<file path="config.mk">
export PLATFORM = sky130hd
export DESIGN_NAME = bp_jam_gen
export DESIGN_NICKNAME = d
export VERILOG_FILES = /design/src/rtl/bpj_pkg.sv /design/src/rtl/bpj_qualify.sv /design/src/rtl/bpj_prescaler.sv /design/src/rtl/bpj_timer.sv /design/src/rtl/bp_jam_gen.sv
export SDC_FILE = /design/constraint.sdc
export NUM_CORES = 1
export LEC_CHECK = 0
export BUFFER_PORTS_ARGS = -buffer_cell sky130_fd_sc_hd__clkbuf_2
export CORE_UTILIZATION = 40
export CTS_BUF_LIST = sky130_fd_sc_hd__clkbuf_8
export CTS_CLUSTER_DIAMETER = 120
export CTS_CLUSTER_SIZE = 28
export DETAILED_ROUTE_END_ITERATION = 10
export SYNTH_ARGS = -nofsm -noshare
export SYNTH_HDL_FRONTEND = slang
export SYNTH_SLANG_ARGS = --single-unit
</file>
<file path="constraint.sdc">
create_clock -name clk -period 2.9 [get_ports clk]
set_clock_uncertainty 0.2 [all_clocks]
set_input_delay 0.58 -clock clk [delete_from_list [all_inputs] [get_ports clk]]
set_output_delay 0.58 -clock clk [all_outputs]
set_load 0.03 [all_outputs]
</file>
<file path="src/rtl/bpj_pkg.sv">
package bpj_pkg;
  localparam int US_W   = 10;
  localparam int CODE_W = 4;
  localparam logic [CODE_W-1:0] RESET_CODE = 4'd7;

  // Duration in microseconds for a jam code.
  function automatic logic [US_W-1:0] code_to_us(input logic [CODE_W-1:0] code);
    logic [US_W-1:0] c;
    c = US_W'(code);
    if (code <= 4'd2)      code_to_us = US_W'(5) * (c + US_W'(1));
    else if (code == 4'd3) code_to_us = US_W'(25);
    else if (code == 4'd4) code_to_us = US_W'(50);
    else                   code_to_us = US_W'(50) * (c - US_W'(3));
  endfunction
endpackage

</file>
<file path="src/rtl/bpj_qualify.sv">
module bpj_qualify (
  input  logic half_duplex,
  input  logic mode_any,
  input  logic mode_da,
  input  logic frame_start,
  input  logic da_match,
  input  logic above_hw,
  input  logic busy,
  output logic trig,
  output logic abort
);
  logic frame_ok;

  always_comb begin
    // The any-frame mode takes precedence when both mode bits are set.
    frame_ok = mode_any | (mode_da & da_match);
    trig     = half_duplex & frame_start & above_hw & frame_ok & ~busy;
    abort    = busy & (~half_duplex | ~(mode_any | mode_da));
  end
endmodule

</file>
<file path="src/rtl/bpj_prescaler.sv">
module bpj_prescaler #(
  parameter int CLKS_PER_US = 125
) (
  input  logic clk,
  input  logic rst_n,
  input  logic run,
  input  logic clr,
  output logic tick
);
  localparam int CW = $clog2(CLKS_PER_US + 1);
  localparam logic [CW-1:0] LAST = CW'(CLKS_PER_US - 1);

  logic [CW-1:0] cnt;

  always_ff @(posedge clk or negedge rst_n) begin
    if (!rst_n)                   cnt <= '0;
    else if (clr || !run)         cnt <= '0;
    else if (cnt == LAST)         cnt <= '0;
    else                          cnt <= cnt + CW'(1);
  end

  assign tick = run & (cnt == LAST);
endmodule

</file>
<file path="src/rtl/bpj_timer.sv">
module bpj_timer
  import bpj_pkg::*;
(
  input  logic            clk,
  input  logic            rst_n,
  input  logic            start,
  input  logic            abort,
  input  logic            tick,
  input  logic [US_W-1:0] dur_us,
  output logic            active,
  output logic [US_W-1:0] left_us,
  output logic [US_W-1:0] len_us
);
  logic last_tick;
  assign last_tick = tick & (left_us == US_W'(1));

  always_ff @(posedge clk or negedge rst_n) begin
    if (!rst_n) begin
      active  <= 1'b0;
      left_us <= '0;
      len_us  <= code_to_us(RESET_CODE);
    end else if (start) begin
      active  <= 1'b1;
      left_us <= dur_us;
      len_us  <= dur_us;
    end else if (abort || last_tick) begin
      active  <= 1'b0;
      left_us <= '0;
    end else if (tick) begin
      left_us <= left_us - US_W'(1);
    end
  end
endmodule

</file>
<file path="src/rtl/bp_jam_gen.sv">
module bp_jam_gen
  import bpj_pkg::*;
#(
  parameter int CLKS_PER_US = 125
) (
  input  logic              clk,
  input  logic              rst_n,
  input  logic              half_duplex,
  input  logic              mode_any,
  input  logic              mode_da,
  input  logic              frame_start,
  input  logic              da_match,
  input  logic              above_hw,
  input  logic [CODE_W-1:0] jam_code,
  output logic              jam_active,
  output logic              us_tick,
  output logic [US_W-1:0]   jam_us_left,
  output logic [US_W-1:0]   cur_len_us
);
  // Named internal events, visible to the bound checker.
  logic            trig;
  logic            abort;
  logic [US_W-1:0] dur_us;

  assign dur_us = code_to_us(jam_code);

  bpj_qualify u_qual (
    .half_duplex (half_duplex),
    .mode_any    (mode_any),
    .mode_da     (mode_da),
    .frame_start (frame_start),
    .da_match    (da_match),
    .above_hw    (above_hw),
    .busy        (jam_active),
    .trig        (trig),
    .abort       (abort)
  );

  bpj_prescaler #(.CLKS_PER_US(CLKS_PER_US)) u_pre (
    .clk   (clk),
    .rst_n (rst_n),
    .run   (jam_active),
    .clr   (trig),
    .tick  (us_tick)
  );

  bpj_timer u_tmr (
    .clk     (clk),
    .rst_n   (rst_n),
    .start   (trig),
    .abort   (abort),
    .tick    (us_tick),
    .dur_us  (dur_us),
    .active  (jam_active),
    .left_us (jam_us_left),
    .len_us  (cur_len_us)
  );
endmodule

</file>
==> results.json <==
{
  "syn-instance-count": 222,
  "first_pass_iters": 4,
  "cap_violations": 0,
  "dp_cells": 348,
  "htree_levels": 1,
  "wl_per_cell_microns": 14.1,
  "crit_required_ns": 2.91,
  "ios": 34,
  "viasPerCell": 5.30,
  "num_rows": 26,
  "period_needed_ns": 3.09,
  "avgSynthCellArea_sq_um": 9.55,
  "timing.setup.tns_ns": -0.572,
  "final_common_cell": "buf_4",
  "hold_viol": 0,
  "p_per_area_nw_per_um2": 748,
  "place_congestion": 0.805,
  "cts.clk_slew.worst_paths_ns": 0.09,
  "hold_slack_ns": 0.137,
  "core_area_sq_um": 5110,
  "setup_violations": 6,
  "tritoncts": "done",
  "post-place-ws_ns": -0.607,
  "ir_worst_vdd_v": 0.000420,
  "ys.flop_type": "dfrtp_1",
  "synth_area_leaders": "dfrtp_1 (30%), ha_1 (14%), fa_1 (4.7%), nand2_1 (3.9%), dfstp_2 (3.7%)",
  "ant_nets": 0,
  "grt_pass1_vias": 1734,
  "p_leak_nw": 1.40,
  "clock_tree.buffer_depth": 2,
  "status": "finished with violations",
  "drc": 0,
  "insertion_delay_ns": 0.28,
  "die_y_microns": 74.8,
  "track_usage": 0.191,
  "drive_gt1_frac": 0.394,
  "final_nets": 326,
  "setup_slack_ns": -0.193,
  "diodes": 0,
  "violations": "setup timing",
  "ys_seq_area_frac": 0.332,
  "worst_setup_path_start_kind": "primary input",
  "routed_wl_mm": 4.99,
  "fin_util": 0.578,
  "synth-edff-count": 0,
  "area_delta_synth_final_pct": 39.3,
  "yosys.area.top_type": "dfrtp_1",
  "antenna_found_initial": 0,
  "layout_common_cells": "buf_4 (33), clkbuf_2 (30), dfrtp_1 (25)",
  "clock-sinks": 28,
  "hp-class": "in2async",
  "ys_types": 56,
  "synthesis.nets": 263,
  "synth_area_sq_um": 2120,
  "yosys_warnings": 0,
  "grt_max_degree": 29,
  "arrival_ns": 3.10,
  "cts-root-buf": "clkbuf_8",
  "finalCritPeriodShare": 1.07,
  "cts_buffers": 3,
  "crit_fanout": 4,
  "drt_iter0_drc": 92,
  "synth_top_area_frac": 0.295,
  "dieWidth_microns": 74.8,
  "ys_ff_latch": 28,
  "final_cell_area_sq_um": 2950,
  "dieArea_sq_um": 5590,
  "fmax_mhz": 323,
  "portBuffers": 33,
  "place_hpwl_mm": 3.88,
  "start_util": 0.415,
  "grt_pass1_wl_mm": 8.17,
  "rsz0062_at_grt": "yes",
  "worst_slew_pin_slew_ns": 0.711,
  "endpoint_kind": "flop",
  "cts_hold_buf": 0,
  "fin_cells": 354,
  "grt-ovfl-total": 0,
  "crit_type": "in2reg",
  "slew_headroom": 0.526,
  "placed_area_sq_um": 2730,
  "maxSlewViolCount": 0,
  "async_flop_share": 1.00,
  "power_mw": 2.21,
  "vias": 1877
}
==> worst max-delay path: stages <==
cell       delay (ns)
clkbuf_16        0.13
ha_4             0.16
xor2_2           0.15
inv_2            0.08
ha_4             0.16
fa_1             0.49
fa_1             0.46
ha_4             0.30
and3b_1          0.18
nor3_2           0.22
a31oi_1          0.06
o2bb2ai_1        0.13
==> report_power, final <==
| group | internal [mW] | switching, mW | total (mW) | leakage, nW |
|---|---|---|---|---|
| logic | 0.498 | 0.738 | 1.24 | 1.00 |
| registers | 0.537 | 0.133 | 0.670 | 0.359 |
| clock network | 0.185 | 0.119 | 0.304 | 0.0357 |
==> final cells by class <==
cell class              count  area [sq um]
fillers                   442          2150
flip-flops and latches     28           704
clock inverters             1          30.0
repair buffers             67           473
inverters                  10          40.0
well taps                  70          87.6
clock buffers               3          41.3
multi-input cells         175          1580
==> cell usage after synthesis, types with 3 or more instances <==
library cell and n:
a21boi_0 3, a21o_1 8, a21oi_1 8, a31oi_1 3
clkbuf_1 5, dfrtp_1 25, dfstp_2 3, fa_1 5
ha_1 24, inv_1 10, nand2_1 22, nand3_1 7
nor2_1 15, nor2b_1 5, nor3_1 7, o211ai_1 3
o21ai_0 8, or3_1 3, xnor2_1 7, xor2_1 7
==> logic make-up (layout without fill, tap and decap cells) <==
logic type,after synthesis,after routing,synth area share
xor+xnor,14,14,0.0579
compound gates,53,53,0.184
fa+ha+maj,29,29,0.189
mux,1,1,0.00472
flops,28,28,0.332
buf+inv,19,81,0.0401
simple gates,78,78,0.192
==> flip-flops by register name (all words and copies together) (netlist names) <==
name / flops
u_pre.cnt: 7
u_tmr.active: 1
u_tmr.left_us: 10
u_tmr.len_us: 10
==> path summary, 6_finish.rpt <==
path | startpoint | end | depth (start not counted) | slack [ns]
worst max-delay path | jam_code[0] | u_tmr.left_us[8] | 12 | -0.19
max in group asynchronous | rst_n | u_tmr.left_us[4] | 1 | 1.91
worst max register to register | u_tmr.left_us[1] | u_tmr.left_us[2] | 7 | 0.60
worst min register to register | u_tmr.len_us[6] | u_tmr.len_us[6] | 2 | 0.27
worst min-delay path | rst_n | u_tmr.active | 1 | 0.14
min in group clk | u_tmr.len_us[6] | u_tmr.len_us[6] | 2 | 0.27
==> layer usage <==
| metal | track usage | up-vias | routed length (microns) |
|---|---|---|---|
| met5 | 0 | - | 0 |
| met4 | 0.0231 | 0 | 40 |
| met3 | 0.0335 | 4 | 194 |
| met2 | 0.303 | 45 | 2280 |
| met1 | 0.281 | 899 | 2470 |
| li1 | - | 929 | - |
==> repair_timing <==
item	4_1_cts	5_1_grt
buffers inserted	1	1
pin swaps	11	5
resized for setup	13	9
setup endpoints to repair	10	8
(Power assumes the default switching activity.)
